[config.mk]
export PLATFORM = sky130hd
export DESIGN_NAME = audio_dma_seq
export DESIGN_NICKNAME = d
export VERILOG_FILES = /design/src/rtl/audio_dma_seq.sv
export SDC_FILE = /design/constraint.sdc
export NUM_CORES = 1
export LEC_CHECK = 0
export ABC_AREA = 1
export BUFFER_PORTS_ARGS = -buffer_cell sky130_fd_sc_hd__buf_2
export CELL_PAD_IN_SITES_DETAIL_PLACEMENT = 0
export CELL_PAD_IN_SITES_GLOBAL_PLACEMENT = 1
export CORE_MARGIN = 2
export CORE_UTILIZATION = 30
export CTS_CLUSTER_SIZE = 30
export DETAILED_ROUTE_END_ITERATION = 6
export HOLD_SLACK_MARGIN = 0.15
export PLACE_DENSITY = 0.66
export REMOVE_ABC_BUFFERS = 1
export SLEW_MARGIN = 20
export SYNTH_ARGS = -nofsm -noshare
export SYNTH_HDL_FRONTEND = slang
export SYNTH_SLANG_ARGS = --single-unit
[constraint.sdc]
create_clock -name clk -period 6.41 [get_ports clk]
set_clock_uncertainty 0.15 [all_clocks]
set_input_delay 0.3205 -clock clk [delete_from_list [all_inputs] [get_ports clk]]
set_output_delay 0.3205 -clock clk [all_outputs]
set_load 0.01 [all_outputs]
[src/rtl/audio_dma_seq.sv]
module audio_dma_seq #(
  parameter int ADDR_W = 24,
  parameter int LEN_W  = 21,
  parameter int MEM_W  = 64,
  parameter int RATE_W = 14,
  parameter int HALF_W = 4
) (
  input  logic              clk,
  input  logic              rst_n,
  input  logic              reg_wr,
  input  logic [2:0]        reg_addr,
  input  logic [31:0]       reg_wdata,
  output logic [31:0]       reg_rdata,
  output logic              mem_req,
  output logic [ADDR_W-1:0] mem_addr,
  input  logic              mem_rvalid,
  input  logic [MEM_W-1:0]  mem_rdata,
  output logic              dac_bclk,
  output logic              dac_ws,
  output logic              dac_data,
  output logic              irq
);
  localparam int SMP_W     = MEM_W / 2;
  localparam int STEP      = MEM_W / 8;
  localparam int AL        = $clog2(STEP);
  localparam int HALF_BITS = SMP_W / 2;
  localparam int IDX_W     = $clog2(SMP_W) + 1;

  logic [ADDR_W-1:0] addr_hold, a0, a1;
  logic [LEN_W-1:0]  l0, l1;
  logic [1:0]        cnt;
  logic              en, pend, wv, half, full_q, irq_q, bclk_q;
  logic [MEM_W-1:0]  wbuf;
  logic [SMP_W-1:0]  sh, last;
  logic [RATE_W-1:0] dper, div;
  logic [HALF_W-1:0] hp, bc;
  logic [IDX_W-1:0]  idx;
  logic              unused_bits;

  wire wr_addr = reg_wr && reg_addr == 3'd0;
  wire wr_len  = reg_wr && reg_addr == 3'd1;
  wire wr_ctl  = reg_wr && reg_addr == 3'd2;
  wire wr_stat = reg_wr && reg_addr == 3'd3;
  wire wr_dper = reg_wr && reg_addr == 3'd4;
  wire wr_hp   = reg_wr && reg_addr == 3'd5;

  wire [LEN_W-1:0] len_in = {reg_wdata[LEN_W-1:AL], {AL{1'b0}}};
  wire full   = cnt == 2'd2;
  wire busy   = cnt != 2'd0;
  wire push   = wr_len && !full && len_in != '0;
  wire issue  = en && busy && !pend && !wv;
  wire pop    = issue && l0 == LEN_W'(STEP);
  wire [1:0] slot = cnt - {1'b0, pop};
  wire strobe = div >= dper;
  wire fall   = hp != '0 && bc >= hp && bclk_q;
  wire [SMP_W-1:0] next_smp = wv ? (half ? wbuf[SMP_W-1:0] : wbuf[MEM_W-1:SMP_W]) : last;

  assign unused_bits = ^reg_wdata[31:ADDR_W];
  assign mem_req  = issue;
  assign mem_addr = a0;
  assign dac_bclk = bclk_q;
  assign dac_ws   = idx < IDX_W'(HALF_BITS);
  assign dac_data = sh[SMP_W-1];
  assign irq      = irq_q;

  always_comb begin
    reg_rdata = '0;
    if (reg_addr == 3'd1) begin
      reg_rdata[LEN_W-1:0] = busy ? l0 : '0;
    end else if (reg_addr == 3'd3) begin
      reg_rdata[31] = full;
      reg_rdata[27] = busy;
      reg_rdata[21] = dac_ws;
      reg_rdata[0]  = full;
    end
  end

  always_ff @(posedge clk) begin
    if (!rst_n) begin
      addr_hold <= '0; a0 <= '0; a1 <= '0; l0 <= '0; l1 <= '0; cnt <= '0;
    end else begin
      if (wr_addr) addr_hold <= {reg_wdata[ADDR_W-1:AL], {AL{1'b0}}};
      if (issue) begin
        if (pop) begin
          a0 <= a1; l0 <= l1;
        end else begin
          a0 <= a0 + ADDR_W'(STEP); l0 <= l0 - LEN_W'(STEP);
        end
      end
      if (push) begin
        if (slot == 2'd0) begin
          a0 <= addr_hold; l0 <= len_in;
        end else begin
          a1 <= addr_hold; l1 <= len_in;
        end
      end
      cnt <= cnt + {1'b0, push} - {1'b0, pop};
    end
  end

  always_ff @(posedge clk) begin
    if (!rst_n) begin
      en <= 1'b0; pend <= 1'b0; wv <= 1'b0; half <= 1'b0; wbuf <= '0; last <= '0;
      dper <= '0; hp <= '0; full_q <= 1'b0; irq_q <= 1'b0;
    end else begin
      if (wr_ctl)  en   <= reg_wdata[0];
      if (wr_dper) dper <= reg_wdata[RATE_W-1:0];
      if (wr_hp)   hp   <= reg_wdata[HALF_W-1:0];
      if (issue) pend <= 1'b1;
      else if (mem_rvalid) pend <= 1'b0;
      if (mem_rvalid) begin
        wbuf <= mem_rdata; wv <= 1'b1; half <= 1'b0;
      end else if (strobe && wv) begin
        if (half) wv <= 1'b0;
        half <= ~half;
      end
      if (strobe) last <= next_smp;
      full_q <= full;
      if (full_q && !full) irq_q <= 1'b1;
      else if (wr_stat) irq_q <= 1'b0;
    end
  end

  always_ff @(posedge clk) begin
    if (!rst_n) begin
      div <= '0; bc <= '0; bclk_q <= 1'b0; sh <= '0; idx <= IDX_W'(SMP_W);
    end else begin
      div <= strobe ? '0 : div + 1'b1;
      if (hp == '0) begin
        bc <= '0; bclk_q <= 1'b0;
      end else if (bc >= hp) begin
        bc <= '0; bclk_q <= ~bclk_q;
      end else begin
        bc <= bc + 1'b1;
      end
      if (strobe) begin
        sh <= next_smp; idx <= '0;
      end else if (fall) begin
        sh <= {sh[SMP_W-2:0], 1'b0};
        if (idx != IDX_W'(SMP_W)) idx <= idx + 1'b1;
      end
    end
  end
endmodule

==> out/metrics.cfg, run 1 <==
[run_status]
outcome = finished, final reports clean

[placed_design]
place_area_um2 = 15200
numPortBuffers = 147
place_congestion = 0.851
placed_cells = 2759
hpwl_um = 28200

[yosys]
synth-seq-cells = 284
synth_top_family_by_area = simple AND/OR/NAND/NOR gates
synth.area.mux_share_pct = 0
synth-compound-area-share_pct = 15.3
syn_area_um2 = 14100
yosys.area_share.adder_pct = 2.31
netlist.area_leader.share_pct = 40.4
synth-simple-area-share_pct = 31.4
synth_xor_area_share_pct = 0.684
synth_cells = 2107
synth_cell_types = 43
async_flop_share_pct = 0
synthTopCellsByCount = nor2_1, nand2_1, dfxtp_1
ys_warn_count = 0
yosysMostFrequentCell = nor2_1
postSynthAreaPerCell_um2 = 6.68
yosys-top-cells-area = dfxtp_1, nor2_1, nand2_1
synth_top_area_cell = dfxtp_1
synth_edf_count = 0
synth_flop_cell = dfxtp_1
yosysSeqAreaShare_pct = 40.4

[timing]
drv_slew = 0
worst_pin_slew_ns = 0.913
setup_viol = 0
finalHoldViolations = 0
min_period_over_period_pct = 56.1
period_needed_ns = 3.60
max_slew_margin_pct = 39.0
rsz0062_at_grt = false
max_freq_mhz = 278
setup_tns_ns = 0

[critical_path]
crit_arrival_ns = 3.93
r2r_start = l0[8]$_SDFF_PN0_
critPathMaxFanout = 68
cp-end-kind = flip-flop
worstPathRequired_ns = 6.74
critPathMaxStageDelay_ns = 0.68
crit_type = flip-flop to flip-flop
cp-startpoint = l0[8]$_SDFF_PN0_
cp_cell_sequence = nor2_2, nand2_2, inv_2, nand2_2, nor2_4, nand2_2, nand2_4, nand3_4, inv_2, nor2_1, nor2_1
cp-start-kind = flip-flop
crit_path_top_delay_cell = nand3_4
crit_top_cell = nand2_2

[cts]
clk_latency_ns = 0.55
path_clk_slew_ns = 0.06
tritoncts = done
htree_levels = 2
cts_made_buffers = 36
cts_sinks = 284
clockBufferDepth = 3
root_buffer = clkbuf_16

[min_path]
hp-class = input pin to flip-flop
min_from = mem_rvalid

[layout]
final_nets = 2421
syn2layout_area_growth_pct = 23.0
nFillCells = 5092
multi_input_area_um2 = 7030
final_cell_area_um2 = 17300
register_area_um2 = 5690
stdcell_count = 2926
drive_gt1_share_pct = 11.1

[pwr]
p_sw_share_pct = 29.0
p_clk_share_pct = 41.7
power.leakage_nw = 7.53
comb_power_share_pct = 16.9
powerDensity_nw_per_um2 = 272
p_seq_share_pct = 41.5
power_switching_mw = 1.37
power_mw = 4.71
intPower_mw = 3.34
irDropWorstVdd_mv = 0.173

[global_route]
grt_pass1_vias = 13607
antenna_found_initial = 1
grt-ovfl-total = 0
track_usage_pct = 18.3
grt_pass1_wl_um = 70900
grt_max_degree = 126

[route]
drt_pass1_iterations = 5
viasPerCell = 4.74
drc_errors = 0
wl_um = 44300
routedWlPerCell_um = 15.1
antenna_left = 0
num_vias = 13880
drt_iter0_markers = 721

[floorplanning]
start_util_pct = 30.3
rows = 79
die_h_um = 221
core_area_um2 = 46500
dieArea_um2 = 48700
die-width_um = 221
io_pins = 164

[job]
cap_violations = 0

==> critical path, delay by kind of cell, from the launching register on <==
family / cells / cell delay (ns)
DFF: 1 / 0.33
buffers and inverters: 2 / 0.70
and+or+nand+nor: 9 / 2.32
==> final timing paths <==
kind / end / slack, ns / cells after the start
setup / recovery: l0[14]$_SDFF_PN0_ / 2.81 / 11
hold / removal: wbuf[28]$_SDFFE_PN0P_ / 0.27 / 4
setup reg to reg: l0[14]$_SDFF_PN0_ / 2.81 / 11
hold reg to reg: last[0]$_SDFFE_PN0N_ / 0.30 / 2
==> power by group through the flow <==
| stage | Clock, mW | Sequential (mW) | Combinational, mW |
|---|---|---|---|
| detailed placement | 0 | 1.99 | 0.753 |
| finish | 1.96 | 1.95 | 0.795 |
| global placement | 0 | 1.99 | 0.746 |
| CTS | 2.03 | 1.95 | 0.804 |
| global route | 2.09 | 1.97 | 0.910 |
| floorplan | 0 | 1.98 | 0.491 |
==> cells by family after synthesis <==
family | Yosys count
other cells | 1
simple gates | 1035
flops | 284
xor+xnor | 11
compound gates | 414
buf+inv | 336
fa+ha+maj | 26
==> cells in the final DEF (no fill, tap or decap), drive strengths merged <==
master       instances
nor3b                5
nand3               96
clkbuf              60
o2111ai              1
o22ai               31
or2                  5
o32ai                1
o211ai               1
nand4               44
nor2               456
o21a                 1
diode                1
dlygate4sd3        102
buf                167
nor4                 4
xnor2                2
inv                206
clkinv               4
o21bai               3
a31oi                1
a21o                 1
xor2                 9
o21ai              258
nand3b              33
nand2              355
o31ai                1
conb                 8
dfxtp              284
a21oi              115
ha                  26
nor3                37
clkinvlp             1
==> layout make-up <==
cell class / count / area share, %
Multi-Input combinational cell: 1494 / 40.6
Sequential cell: 284 / 32.8
Timing Repair Buffer: 269 / 11.1
Clock buffer: 60 / 6.30
Inverter: 207 / 4.49
Tap cell: 607 / 4.39
Clock inverter: 4 / 0.217
Antenna cell: 1 / 0.0145
==> repair_timing <==
action / 4_1_cts / 5_1_grt
buffers inserted: 0 / 0
hold buffers: 102 / 0
gates resized for setup: 0 / 0
hold endpoints to repair: 161 / 0
==> flip-flops by register name (all words and copies together) (netlist names), 2 cells and up <==
signal and flops:
wbuf 64, div 14, a1 21, dper 14, addr_hold 21, hp 4
l1 18, bc 4, mem_addr 24, last 32, idx 6, sh 32
cnt 2, l0 21
==> stage by stage <==
stage / worst slack [ns] / hold WS [ns] / utilization (%)
2_1_floorplan: 2.20 / 0.240 / -
6_report: 2.81 / 0.270 / 37.3
3_5_place_dp: 2.79 / 0.297 / 32.6
5_1_grt: 2.48 / 0.288 / 37.3
4_1_cts: 2.79 / 0.242 / 37.2
3_3_place_gp: 2.76 / 0.293 / 32.6
==> routing by layer <==
metal  vias to the layer above  global-route usage [%]  part of all wire [%]
li1                       7171                       -                     -
met1                      6393                    23.0                    46
met2                       259                    32.5                    47
met3                        57                    2.63                   4.4
met4                         0                    5.09                   2.1
met5                         -                       0                     0
Note: power is estimated with default switching activity, not from simulation.
==> run 2: changes to the inputs <==
- ABC_AREA: 1 -> 0
- PLACE_DENSITY: 0.66 -> 0.62
- clock period: 6.41 -> 3.6 ns (I/O delays scaled with it)
==> run 2 against run 1 <==
Effect of this change: sequential share of layout area rose by 0.87 points; flip-flop and latch count did not move; synthesized area fell by 4.4%; clock power rose by 80%; critical path type unchanged; highest routed layer unchanged.
==> out/metrics.cfg, run 2 <==
[floorplanning]
die-width_um = 216  ; -2.2%
dieArea_um2 = 46600  ; -4.3%
die_h_um = 216  ; -2.2%
io_pins = 164  ; unchanged
start_util_pct = 30.4  ; +0.14 points
core_area_um2 = 44200  ; -4.8%
rows = 77  ; -2.5%

[layout]
final_cell_area_um2 = 16900  ; -2.5%
largest_register = wbuf
multi_input_area_um2 = 7160  ; +1.9%
largest_register_ffs = 64  ; unchanged
final_cell_mix = dfxtp_1, mux2i_1, nand2_1
syn2layout_area_growth_pct = 25.3
register_area_um2 = 5690  ; about the same
final_common_cell = dfxtp_1
drive_gt1_share_pct = 15.0  ; +3.9 points
reg_top3 = wbuf: 64 flops, last: 32 flops, sh: 32 flops
final_nets = 1817  ; -25%
antenna_cells = 0  ; -1
nFillCells = 4455  ; -13%

[min_path]
hp-class = input pin to flip-flop
min_from = mem_rvalid

[global_route]
antenna_found_initial = 0  ; -1
grt_use_met3_pct = 2.93  ; +0.31 points
busiest_layer = met2
grt_pass1_vias = 11056  ; -19%
grt_use_met1_pct = 20.0  ; -3.0 points
track_usage_pct = 15.7  ; -2.6 points
grt_pass1_wl_um = 59600  ; -16%
grt_max_degree = 120  ; -4.8%
grtUsageMet2_pct = 26.8  ; -5.7 points
grt-ovfl-total = 0  ; unchanged

[yosys]
synth_edf_count = 0  ; unchanged
postSynthAreaPerCell_um2 = 9.11  ; +36%
yosysSeqAreaShare_pct = 42.2  ; +1.8 points
netlist.area_leader.share_pct = 42.2  ; +1.8 points
synthTopCellsByCount = dfxtp_1, mux2i_1, nand2_1
synth_cell_types = 71  ; +65%
async_flop_share_pct = 0  ; unchanged
synth_cells = 1478  ; -30%
yosys-top-cells-area = dfxtp_1, mux2i_1, nor2b_1
syn_area_um2 = 13500  ; -4.4%
synth-seq-cells = 284  ; unchanged
synth_top_area_cell = dfxtp_1
yosysMostFrequentCell = dfxtp_1
synth_flop_cell = dfxtp_1
ys_warn_count = 0  ; unchanged

[critical_path]
cp-startpoint = cnt[1]$_SDFF_PN0_
crit_path_top_delay_cell = or4b_1
critPathMaxStageDelay_ns = 0.62  ; -0.06 ns
r2r_start = cnt[1]$_SDFF_PN0_
cp-end-kind = flip-flop
cp-start-kind = flip-flop
cp.buffers_inverters = 2  ; unchanged
critPathMaxFanout = 35  ; -49%
cp_cell_sequence = nor2_1, or4b_1, clkinv_1, buf_4, nand2_1, a2111o_1, a21oi_1, a21oi_1
crit_arrival_ns = 3.19  ; -0.74 ns
crit_top_cell = a21oi_1
crit_type = flip-flop to flip-flop
worstPathRequired_ns = 3.84  ; -2.90 ns
crit_family = simple AND/OR/NAND/NOR gates

[placed_design]
numPortBuffers = 147  ; unchanged
hpwl_um = 23900  ; -15%
place_congestion = 0.836  ; -1.7%
place_area_um2 = 14700  ; -2.7%
dp_slack_ns = 0.661  ; -2.13 ns

[route]
drc_errors = 0  ; unchanged
routedWlPerCell_um = 16.1  ; +6.4%
viasPerCell = 4.83  ; +1.9%
num_vias = 11122  ; -20%
drt_pass1_iterations = 5  ; unchanged
wl_um = 37100  ; -16%
antenna_left = 0  ; unchanged
drt_iter0_markers = 644  ; -11%

[timing]
max_slew_margin_pct = 32.4  ; -6.6 points
worst_pin_slew_ns = 1.01  ; +0.101 ns
finalHoldViolations = 0  ; unchanged
max_freq_mhz = 339  ; +22%
worst_slack_ns = 0.651  ; -2.16 ns
drv_slew = 0  ; unchanged
rsz0062_at_grt = false
setup_viol = 0  ; unchanged
min_period_over_period_pct = 81.9  ; +26 points
period_needed_ns = 2.95  ; -0.649 ns

[cts]
htree_levels = 2  ; unchanged
cts_made_buffers = 37  ; +2.8%
clockBufferDepth = 3  ; unchanged
root_buffer = clkbuf_16
path_clk_slew_ns = 0.05  ; about the same
post-cts-setup-buffers = 0  ; unchanged
tritoncts = done
cts_sinks = 284  ; unchanged
clk_latency_ns = 0.54  ; about the same

[pwr]
p_seq_share_pct = 43.6  ; +2.1 points
comb_power_share_pct = 11.0  ; -5.9 points
powerDensity_nw_per_um2 = 462  ; +70%
p_clk_share_pct = 45.3  ; +3.6 points
p_sw_share_pct = 25.0  ; -4.0 points
intPower_mw = 5.85  ; +75%
power_switching_mw = 1.95  ; +43%
power.leakage_nw = 7.01  ; -6.8%
irDropWorstVdd_mv = 0.339  ; +96%

[job]
cap_violations = 0  ; unchanged

[run_status]
outcome = finished, final reports clean

-- run 2: logic make-up after synthesis --
kind of cell / after synthesis / synth area share (%)
mux: 218 / 16.3
buf+inv: 150 / 4.83
xor+xnor: 22 / 1.43
flops: 284 / 42.2
simple gates: 506 / 19.1
other cells: 1 / 0.0279
compound gates: 271 / 13.7
fa+ha+maj: 26 / 2.42
-- run 2: final cells by class --
| cell class | count | share of cell area, % |
|---|---|---|
| inverter | 41 | 0.912 |
| timing repair buffer | 273 | 11.7 |
| sequential | 284 | 33.7 |
| clock inverter | 7 | 0.445 |
| clock buffer | 54 | 6.41 |
| tap | 592 | 4.39 |
| multi-input combinational | 1051 | 42.5 |
-- run 2: power by group through the flow --
stage	Sequential (mW)	Combinational (mW)	Clock (mW)
floorplan	3.46	0.484	0
global placement	3.47	0.780	0
global route	3.42	0.952	3.78
detailed placement	3.47	0.791	0
finish	3.40	0.861	3.53
CTS	3.40	0.871	3.67
-- run 2: metal layers --
| metal | part of all wire (%) | vias up |
|---|---|---|
| li1 | - | 5607 |
| met1 | 46 | 5222 |
| met2 | 47 | 233 |
| met3 | 4.4 | 60 |
| met4 | 2.5 | 0 |
| met5 | 0 | - |
-- run 2: final timing paths --
kind | endpoint | slack (ns) | cells past startpoint
setup reg to reg | l0[12]$_SDFF_PN0_ | 0.65 | 8
hold reg to reg | last[2]$_SDFFE_PN0N_ | 0.31 | 2
hold / removal | wbuf[20]$_SDFFE_PN0P_ | 0.18 | 3
setup / recovery | l0[12]$_SDFF_PN0_ | 0.65 | 8
-- run 2: metrics by stage --
step | std cells | power [mW] | hold WS (ns) | setup TNS (ns) | util [%]
2_1_floorplan | 1376 | 3.94 | 0.106 | -66.27 | -
4_1_cts | 2302 | 7.94 | 0.188 | 0 | 38.2
3_3_place_gp | 2144 | 4.24 | 0.286 | 0 | 33.3
6_report | 2302 | 7.80 | 0.182 | 0 | 38.2
3_5_place_dp | 2144 | 4.26 | 0.291 | 0 | 33.3
5_1_grt | 2302 | 8.15 | 0.219 | 0 | 38.2
-- run 2: worst min-delay path: cells and delay by family --
family	cells	cell delay, ns
muxes	1	0.21
buffers and inverters	1	0.34
and+or+nand+nor	1	0.09
-- run 2: repair_timing --
| action | in CTS | in global routing |
|---|---|---|
| hold buffers | 97 | 0 |
| gates resized for setup | 0 | 0 |
| hold endpoints to repair | 172 | 0 |
==> run 3: changes to the inputs <==
- ABC_AREA: 0 -> 1
- PLACE_DENSITY: 0.62 -> 0.66
- clock period: 3.6 -> 3 ns (I/O delays scaled with it)
==> run 3 against run 2 <==
Effect of this change: first-iteration DRC count rose by 28%; design area grew 7.8%; sequential power grew 23%; critical path depth up 2; routed wire length increased by 23%; die area is 4.5% higher; largest cell class unchanged; largest power group unchanged.
==> out/metrics.cfg, run 3 (synthesis gave the netlist of run 1 again) <==
[run_status]
outcome = finished, final reports clean

[global_route]
grtUsageMet2_pct = 33.8  ; +7.0 points
busiest_layer = met2
antenna_found_initial = 0  ; unchanged
grt_pass1_wl_um = 73300  ; +23%
grt_max_degree = 137  ; +14%
grt_pass1_vias = 14127  ; +28%
grt-ovfl-total = 0  ; unchanged
grt_use_met3_pct = 2.60  ; -0.33 points
grt_use_met1_pct = 23.7  ; +3.7 points
track_usage_pct = 18.9  ; +3.1 points

[route]
viasPerCell = 4.80  ; -0.69%
drc_errors = 0  ; unchanged
num_vias = 14438  ; +30%
antenna_left = 0  ; unchanged
routedWlPerCell_um = 15.1  ; -6.2%
wl_um = 45500  ; +23%
drt_pass1_iterations = 5  ; unchanged
drt_iter0_markers = 826  ; +28%

[critical_path]
worstPathRequired_ns = 3.29  ; -0.55 ns
crit_type = input pin to flip-flop
crit_arrival_ns = 3.11  ; -0.08 ns
cp-end-kind = flip-flop
cp-start-kind = input pin
critPathMaxFanout = 7  ; -80%

[layout]
largest_register = wbuf
final_cell_mix = nor2_1, nand2_1, dfxtp_1
reg_top3 = wbuf: 64 flops, last: 32 flops, sh: 32 flops
largest_register_ffs = 64  ; unchanged
drive_gt1_share_pct = 11.3  ; -3.6 points
final_nets = 2503  ; +38%
syn2layout_area_growth_pct = 29.2
nFillCells = 4976  ; +12%
final_common_cell = nor2_1
fin_util_pct = 39.1  ; +0.98 points

[timing]
worst_pin_slew_ns = 0.904  ; -0.110 ns
drv_slew = 0  ; unchanged
max_slew_margin_pct = 39.6  ; +7.2 points
setup_viol = 0  ; unchanged
max_freq_mhz = 354
period_needed_ns = 2.83
worst_slack_ns = 0.172  ; -0.479 ns
finalHoldViolations = 0  ; unchanged
min_period_over_period_pct = 94.3
rsz0062_at_grt = false
setup_tns_ns = 0  ; unchanged

[cts]
htree_levels = 2  ; unchanged
cts_sinks = 284  ; unchanged
cts_made_buffers = 36  ; -2.7%
root_buffer = clkbuf_16
post-cts-setup-buffers = 0  ; unchanged
path_clk_slew_ns = 0.06  ; about the same
cts-resized-gates = 0  ; unchanged
tritoncts = done
clockBufferDepth = 3  ; unchanged
clk_latency_ns = 0.55  ; about the same

[placed_design]
dp_slack_ns = 0.482  ; -0.179 ns
numPortBuffers = 147  ; unchanged
hpwl_um = 28900  ; +21%
place_congestion = 0.868  ; +3.7%

[pwr]
power.leakage_nw = 8.01  ; +14%
p_seq_share_pct = 40.7  ; -2.9 points
comb_power_share_pct = 17.9  ; +6.9 points
power_mw = 10.2  ; +31%
p_sw_share_pct = 28.9  ; +3.8 points
powerDensity_nw_per_um2 = 563  ; +22%
intPower_mw = 7.29  ; +25%
irDropWorstVdd_mv = 0.347  ; +2.4%
power_switching_mw = 2.96  ; +51%
p_clk_share_pct = 41.3  ; -4.0 points

[min_path]
hp-class = input pin to flip-flop

[floorplanning]
core_area_um2 = 46500  ; +5.1%
rows = 79  ; +2.6%
die-width_um = 221  ; +2.2%
io_pins = 164  ; unchanged
die_h_um = 221  ; +2.2%
dieArea_um2 = 48700  ; +4.5%
start_util_pct = 30.3  ; -0.14 points

[job]
cap_violations = 0  ; unchanged

## run 3: layout make-up
type | instances | area, µm² | share of cell area, %
multi-input combinational | 1494 | 7030 | 38.7
sequential | 284 | 5690 | 31.3
timing repair buffer | 351 | 2780 | 15.3
clock buffer | 57 | 1100 | 6.06
inverter | 207 | 777 | 4.27
tap | 607 | 759 | 4.18
clock inverter | 8 | 47.5 | 0.261
antenna | 1 | 2.50 | 0.0138
## run 3: final timing paths
path         slack (ns)                 endpoint  cells after the start         startpoint
max                0.17       hp[1]$_SDFFE_PN0P_                     10             reg_wr
min                0.16  mem_addr[15]$_SDFF_PN0_                      7        reg_addr[2]
max reg2reg        0.19      l1[19]$_SDFFE_PN0P_                     13  l0[14]$_SDFF_PN0_
min reg2reg        0.30         irq$_SDFFE_PN0P_                      2  full_q$_SDFF_PN0_
## run 3: repair_timing
item	CTS	global route
hold buffers	173	0
hold endpoints to repair	166	0
setup endpoints to repair	0	0
## run 3: through the flow
step	hold slack, ns	instance area (µm²)	cells
after CTS	0.153	18200	3008
after detailed placement	0.227	15300	2770
after global routing	0.208	18200	3008
after global placement	0.220	15300	2770
after floorplan	0.0690	13500	1985
final	0.162	18200	3009
## run 3: power groups by stage
| stage | Clock [mW] | Combinational, mW | Sequential (mW) |
|---|---|---|---|
| 2_1_floorplan | 0 | 1.05 | 4.22 |
| 3_3_place_gp | 0 | 1.64 | 4.24 |
| 3_5_place_dp | 0 | 1.66 | 4.25 |
| 4_1_cts | 4.38 | 1.85 | 4.17 |
| 5_1_grt | 4.54 | 2.08 | 4.20 |
| 6_report | 4.23 | 1.84 | 4.17 |
## run 3: layer usage
| layer | up-vias | share of wire (%) |
|---|---|---|
| li1 | 7347 | - |
| met1 | 6751 | 46 |
| met2 | 284 | 48 |
| met3 | 56 | 4.3 |
| met4 | 0 | 1.9 |
| met5 | - | 0 |
## run 3: worst max-delay path, stage by stage
cell and delay [ns]:
dlygate4sd3_1 0.53, buf_2 0.14, nand2_1 0.05, dlygate4sd3_1 0.56, nor2_1 0.19, inv_1 0.14, o21ai_0 0.17, dlygate4sd3_1 0.58
a21oi_1 0.04, dlygate4sd3_1 0.55
